--- config.mk ---
export PLATFORM = sky130hd
export DESIGN_NAME = pipe_hazard_ctrl
export DESIGN_NICKNAME = d
export VERILOG_FILES = /design/src/rtl/hazard_pkg.sv /design/src/rtl/hz_loaduse_detect.sv /design/src/rtl/hz_branch_redirect.sv /design/src/rtl/hz_arbiter.sv /design/src/rtl/pipe_hazard_ctrl.sv
export SDC_FILE = /design/constraint.sdc
export NUM_CORES = 1
export LEC_CHECK = 0
export BUFFER_PORTS_ARGS = -buffer_cell sky130_fd_sc_hd__buf_2
export CAP_MARGIN = 20
export CORE_ASPECT_RATIO = 0.7
export CORE_MARGIN = 3
export CORE_UTILIZATION = 25
export DETAILED_ROUTE_END_ITERATION = 8
export GPL_ROUTABILITY_DRIVEN = 0
export PLACE_DENSITY = 0.87
export SLEW_MARGIN = 5
export SYNTH_ARGS = -nofsm -noshare
export SYNTH_HDL_FRONTEND = slang
export SYNTH_HIERARCHICAL = 1
export SYNTH_SLANG_ARGS = --single-unit
--- constraint.sdc ---
create_clock -name clk -period 2.1 [get_ports clk]
set_input_delay 0.315 -clock clk [delete_from_list [all_inputs] [get_ports clk]]
set_output_delay 0.315 -clock clk [all_outputs]
set_load 0.02 [all_outputs]
--- src/rtl/hazard_pkg.sv ---
package hazard_pkg;

    typedef enum logic {
        PC_SEQ    = 1'b0,
        PC_BRANCH = 1'b1
    } pc_src_e;

    typedef struct packed {
        logic    pc_we;
        logic    ifid_we;
        logic    idex_bubble;
        logic    ifid_flush;
        logic    idex_flush;
        pc_src_e pc_src;
    } hz_ctrl_t;

    function automatic hz_ctrl_t hz_idle();
        hz_ctrl_t c;
        c.pc_we       = 1'b1;
        c.ifid_we     = 1'b1;
        c.idex_bubble = 1'b0;
        c.ifid_flush  = 1'b0;
        c.idex_flush  = 1'b0;
        c.pc_src      = PC_SEQ;
        return c;
    endfunction

    function automatic hz_ctrl_t hz_interlock();
        hz_ctrl_t c;
        c             = hz_idle();
        c.pc_we       = 1'b0;
        c.ifid_we     = 1'b0;
        c.idex_bubble = 1'b1;
        return c;
    endfunction

    function automatic hz_ctrl_t hz_squash();
        hz_ctrl_t c;
        c            = hz_idle();
        c.ifid_flush = 1'b1;
        c.idex_flush = 1'b1;
        c.pc_src     = PC_BRANCH;
        return c;
    endfunction

endpackage

--- src/rtl/hz_loaduse_detect.sv ---
module hz_loaduse_detect #(
    parameter int REG_AW = 5,
    parameter int NSRC   = 2
) (
    input  logic [NSRC-1:0][REG_AW-1:0] src_regs,
    input  logic                        ld_valid,
    input  logic [REG_AW-1:0]           ld_dst,
    output logic                        hit
);
    localparam logic [REG_AW-1:0] ZERO_REG = '0;

    logic [NSRC-1:0] eq;

    genvar gi;
    generate
        for (gi = 0; gi < NSRC; gi++) begin : g_cmp
            assign eq[gi] = (src_regs[gi] == ld_dst);
        end
    endgenerate

    always_comb begin
        hit = ld_valid && (ld_dst != ZERO_REG) && (|eq);
    end
endmodule

--- src/rtl/hz_branch_redirect.sv ---
module hz_branch_redirect #(
    parameter int ADDR_W = 32
) (
    input  logic              active,
    input  logic              taken,
    input  logic [ADDR_W-1:0] target,
    output logic              kill,
    output logic [ADDR_W-1:0] redirect
);
    always_comb begin
        kill     = active && taken;
        redirect = kill ? target : '0;
    end
endmodule

--- src/rtl/hz_arbiter.sv ---
module hz_arbiter
    import hazard_pkg::*;
(
    input  logic     clk,
    input  logic     rst,
    input  logic     ld_hit,
    input  logic     kill,
    output hz_ctrl_t ctrl
);
    logic held_q;
    logic stall;

    always_comb begin
        stall = !rst && ld_hit && !kill && !held_q;
        if (rst)
            ctrl = hz_idle();
        else if (kill)
            ctrl = hz_squash();
        else if (stall)
            ctrl = hz_interlock();
        else
            ctrl = hz_idle();
    end

    always_ff @(posedge clk) begin
        if (rst)
            held_q <= 1'b0;
        else
            held_q <= stall;
    end
endmodule

--- src/rtl/pipe_hazard_ctrl.sv ---
module pipe_hazard_ctrl
    import hazard_pkg::*;
#(
    parameter int REG_AW = 5,
    parameter int NSRC   = 2,
    parameter int ADDR_W = 32
) (
    input  logic                     clk,
    input  logic                     rst,
    input  logic [NSRC*REG_AW-1:0]   id_src,
    input  logic                     ex_memread,
    input  logic [REG_AW-1:0]        ex_dst,
    input  logic                     br_taken,
    input  logic [ADDR_W-1:0]        br_target,
    output logic                     pc_we,
    output logic                     ifid_we,
    output logic                     idex_bubble,
    output logic                     ifid_flush,
    output logic                     idex_flush,
    output logic                     pc_sel,
    output logic [ADDR_W-1:0]        redirect_pc
);
    logic [NSRC-1:0][REG_AW-1:0] src_arr;
    logic                        ld_hit;
    logic                        kill;
    hz_ctrl_t                    ctrl;

    genvar gs;
    generate
        for (gs = 0; gs < NSRC; gs++) begin : g_unpack
            assign src_arr[gs] = id_src[gs*REG_AW +: REG_AW];
        end
    endgenerate

    hz_loaduse_detect #(.REG_AW(REG_AW), .NSRC(NSRC)) u_detect (
        .src_regs (src_arr),
        .ld_valid (ex_memread),
        .ld_dst   (ex_dst),
        .hit      (ld_hit)
    );

    hz_branch_redirect #(.ADDR_W(ADDR_W)) u_redirect (
        .active   (!rst),
        .taken    (br_taken),
        .target   (br_target),
        .kill     (kill),
        .redirect (redirect_pc)
    );

    hz_arbiter u_arb (
        .clk    (clk),
        .rst    (rst),
        .ld_hit (ld_hit),
        .kill   (kill),
        .ctrl   (ctrl)
    );

    always_comb begin
        pc_we       = ctrl.pc_we;
        ifid_we     = ctrl.ifid_we;
        idex_bubble = ctrl.idex_bubble;
        ifid_flush  = ctrl.ifid_flush;
        idex_flush  = ctrl.idex_flush;
        pc_sel      = (ctrl.pc_src == PC_BRANCH);
    end
endmodule

==> summary.md <==
| Metric | Value |
|---|---|
| Status | finished, final reports clean |
| Post-route setup TNS | 0 ns |
| Psw | 0.0897 mW |
| Max Fclk | 497 MHz |
| Synth-to-layout area growth | 96.6% |
| GRT Resource Usage Total | 15.0% |
| Rows | 12 |
| Syn nets | 116 |
| WL/cell | 12.3 um |
| Most flops, register | u_arb/held_q |
| Synth Warn # | 6 |
| Die Footprint | 2460 um2 |
| Number of antenna violations at the first check in global routing | 0 |
| Synthesized area per cell | 7.28 um2 |
| Top flop regs | u_arb/held_q: 1 flops |
| Global-route wire length before repair | 3.15 mm |
| Routed WL | 2.07 mm |
| Post-synthesis instance total | 65 |
| Core area | 1680 um2 |
| Clock Pin Slew Worst Setup and Hold Paths | 0 ns |
| Largest net degree at the start of global routing | 33 |
| I/O pin count | 89 |
| Sequential share of the synthesized area | 4.23% |
| Rel. slew slack | 81.5% |
| Final Setup Violations | 0 |
| Logic pwr share | 89.7% |
| Vias in the first global route | 747 |
| Crit start category | input port |
| Worst setup EP type | primary output |
| Final period util | 95.9% |
| IO Port Bufs | 88 |
| First-pass DRT Iterations | 4 |
| # DRC | 0 |
| Switching share of power | 46.5% |
| Max-slew violation count | 0 |
| Hold Fails Final Rpt | 0 |
| Antenna viol nets, final | 0 |
| Final core occ | 55.3% |
| Clock period minus worst slack | 2.01 ns |
| Clock latency on the worst-skew pair | 0 ns |
| Number of flip-flops under the largest register name | 1 |
| Internal Power | 0.103 mW |
| Worst hold path type | reg2reg |
| Max IR drop VDD | 0.141 mV |
| Largest fanout on the critical path | 3 |
| Diodes inserted | 0 |
| Synth Register Bits | 1 |
| Max-cap violation count | 0 |
| Part of the power in the clock network | 0% |
| CP required | 1.78 ns |
| Placed standard-cell area | 902 um2 |
| Layout cells sized above 1 | 79.6% |
| Synth Cell Area | 473 um2 |
| Layout Nets | 200 |
| Grt ovf | 0 |
| Iter 0 DRT Violations | 16 |
| Final setup skew | 0 ns |
| Via density | 4.68 |
| Crit path DAT | 1.70 ns |
| Final Cell Area | 930 um2 |
| Crit path kind | in2out |
| Initial Util | 28.1% |
| Synth unique cells | 18 |
| Most common cell after layout, fill and taps aside | buf_2 |
| Leakage | 0.646 nW |
| Register share of total power | 10.3% |
| Vias | 786 |
| Measured slew at the worst slew-check pin | 0.274 ns |
| Commonest cells after routing, fill and taps aside | buf_2 (86), and3_2 (23), and3_1 (9) |
| Die extent in y | 42.4 um |
| Total power | 0.193 mW |
| Pwr Density | 208 nW/um2 |
| Width of the chip | 58.0 um |
## power by group through the flow
stage	Clock, mW	Combinational [mW]	Sequential [mW]
after floorplan	0	0.0931	0.0198
after global placement	0	0.167	0.0199
after detailed placement	0	0.172	0.0199
after CTS	0	0.172	0.0199
after global routing	0	0.189	0.0200
final	0	0.173	0.0199
## stage by stage
stage                     std cells  worst slack, ns  hold slack [ns]
after floorplan                  65            0.122            0.392
after global placement          167            0.107            0.440
after detailed placement        167           0.0741            0.468
after CTS                       167           0.0555            0.469
after global routing            168          -0.0161            0.492
final                           168           0.0861            0.472
## critical path, stage by stage
cell and delay, ns:
buf_2 0.12, xor2_1 0.14, nor3_1 0.19, nand3_1 0.11, a21oi_2 0.17, or4b_4 0.49
buf_6 0.15
## synthesized netlist by cell type
master / n / area share [%]
nor4b_1: 2 / 3.7
and2_1: 1 / 1.3
inv_1: 1 / 0.79
nand3_1: 2 / 2.1
a21oi_1: 1 / 1.1
xnor2_1: 4 / 7.4
xor2_1: 6 / 11
buf_2: 3 / 3.2
or4b_1: 1 / 2.1
and3_1: 9 / 12
buf_4: 3 / 4.8
and2b_2: 1 / 1.9
nor3_1: 2 / 2.1
and3_2: 23 / 37
dfxtp_1: 1 / 4.2
clkbuf_2: 3 / 3.2
o21ai_1: 1 / 1.1
or4_1: 1 / 1.6
## path summary, 6_finish.rpt
kind / startpoint / end / slack, ns / depth (start not counted)
worst max-delay path: ex_dst[4] / ifid_we / 0.09 / 7
worst min-delay path: u_arb/held_q / u_arb/held_q / 0.47 / 1
worst max register to register: u_arb/held_q / u_arb/held_q / 1.38 / 1
worst min register to register: u_arb/held_q / u_arb/held_q / 0.47 / 1
## logic make-up after synthesis
kind of cell | count (synthesis) | share of synthesized area (%)
AO/OA/AOI/OAI | 2 | 2.11
AND/OR/NAND/NOR | 42 | 63.2
buffers and inverters | 10 | 11.9
flip-flops | 1 | 4.23
XOR/XNOR | 10 | 18.5
## layout make-up
cell class / instances / area, um2
Sequential cell: 1 / 20.0
Fill cell: 168 / 752
Multi-Input combinational cell: 54 / 404
Tap cell: 21 / 26.3
Inverter: 1 / 3.75
Timing Repair Buffer: 91 / 475
## routing by layer
metal	up-vias	wire length [um]	GRT usage, %
met4	0	14	0.926
met1	354	687	14.2
li1	395	-	-
met3	4	130	1.23
met5	-	0	0
met2	33	1240	34.5
## timing repair
item	in CTS	in global routing
gates resized for setup	0	6
hold buffers	0	0
setup endpoints to repair	0	2
setup buffers	0	1
No activity file was read; power rests on OpenSTA's default activity.
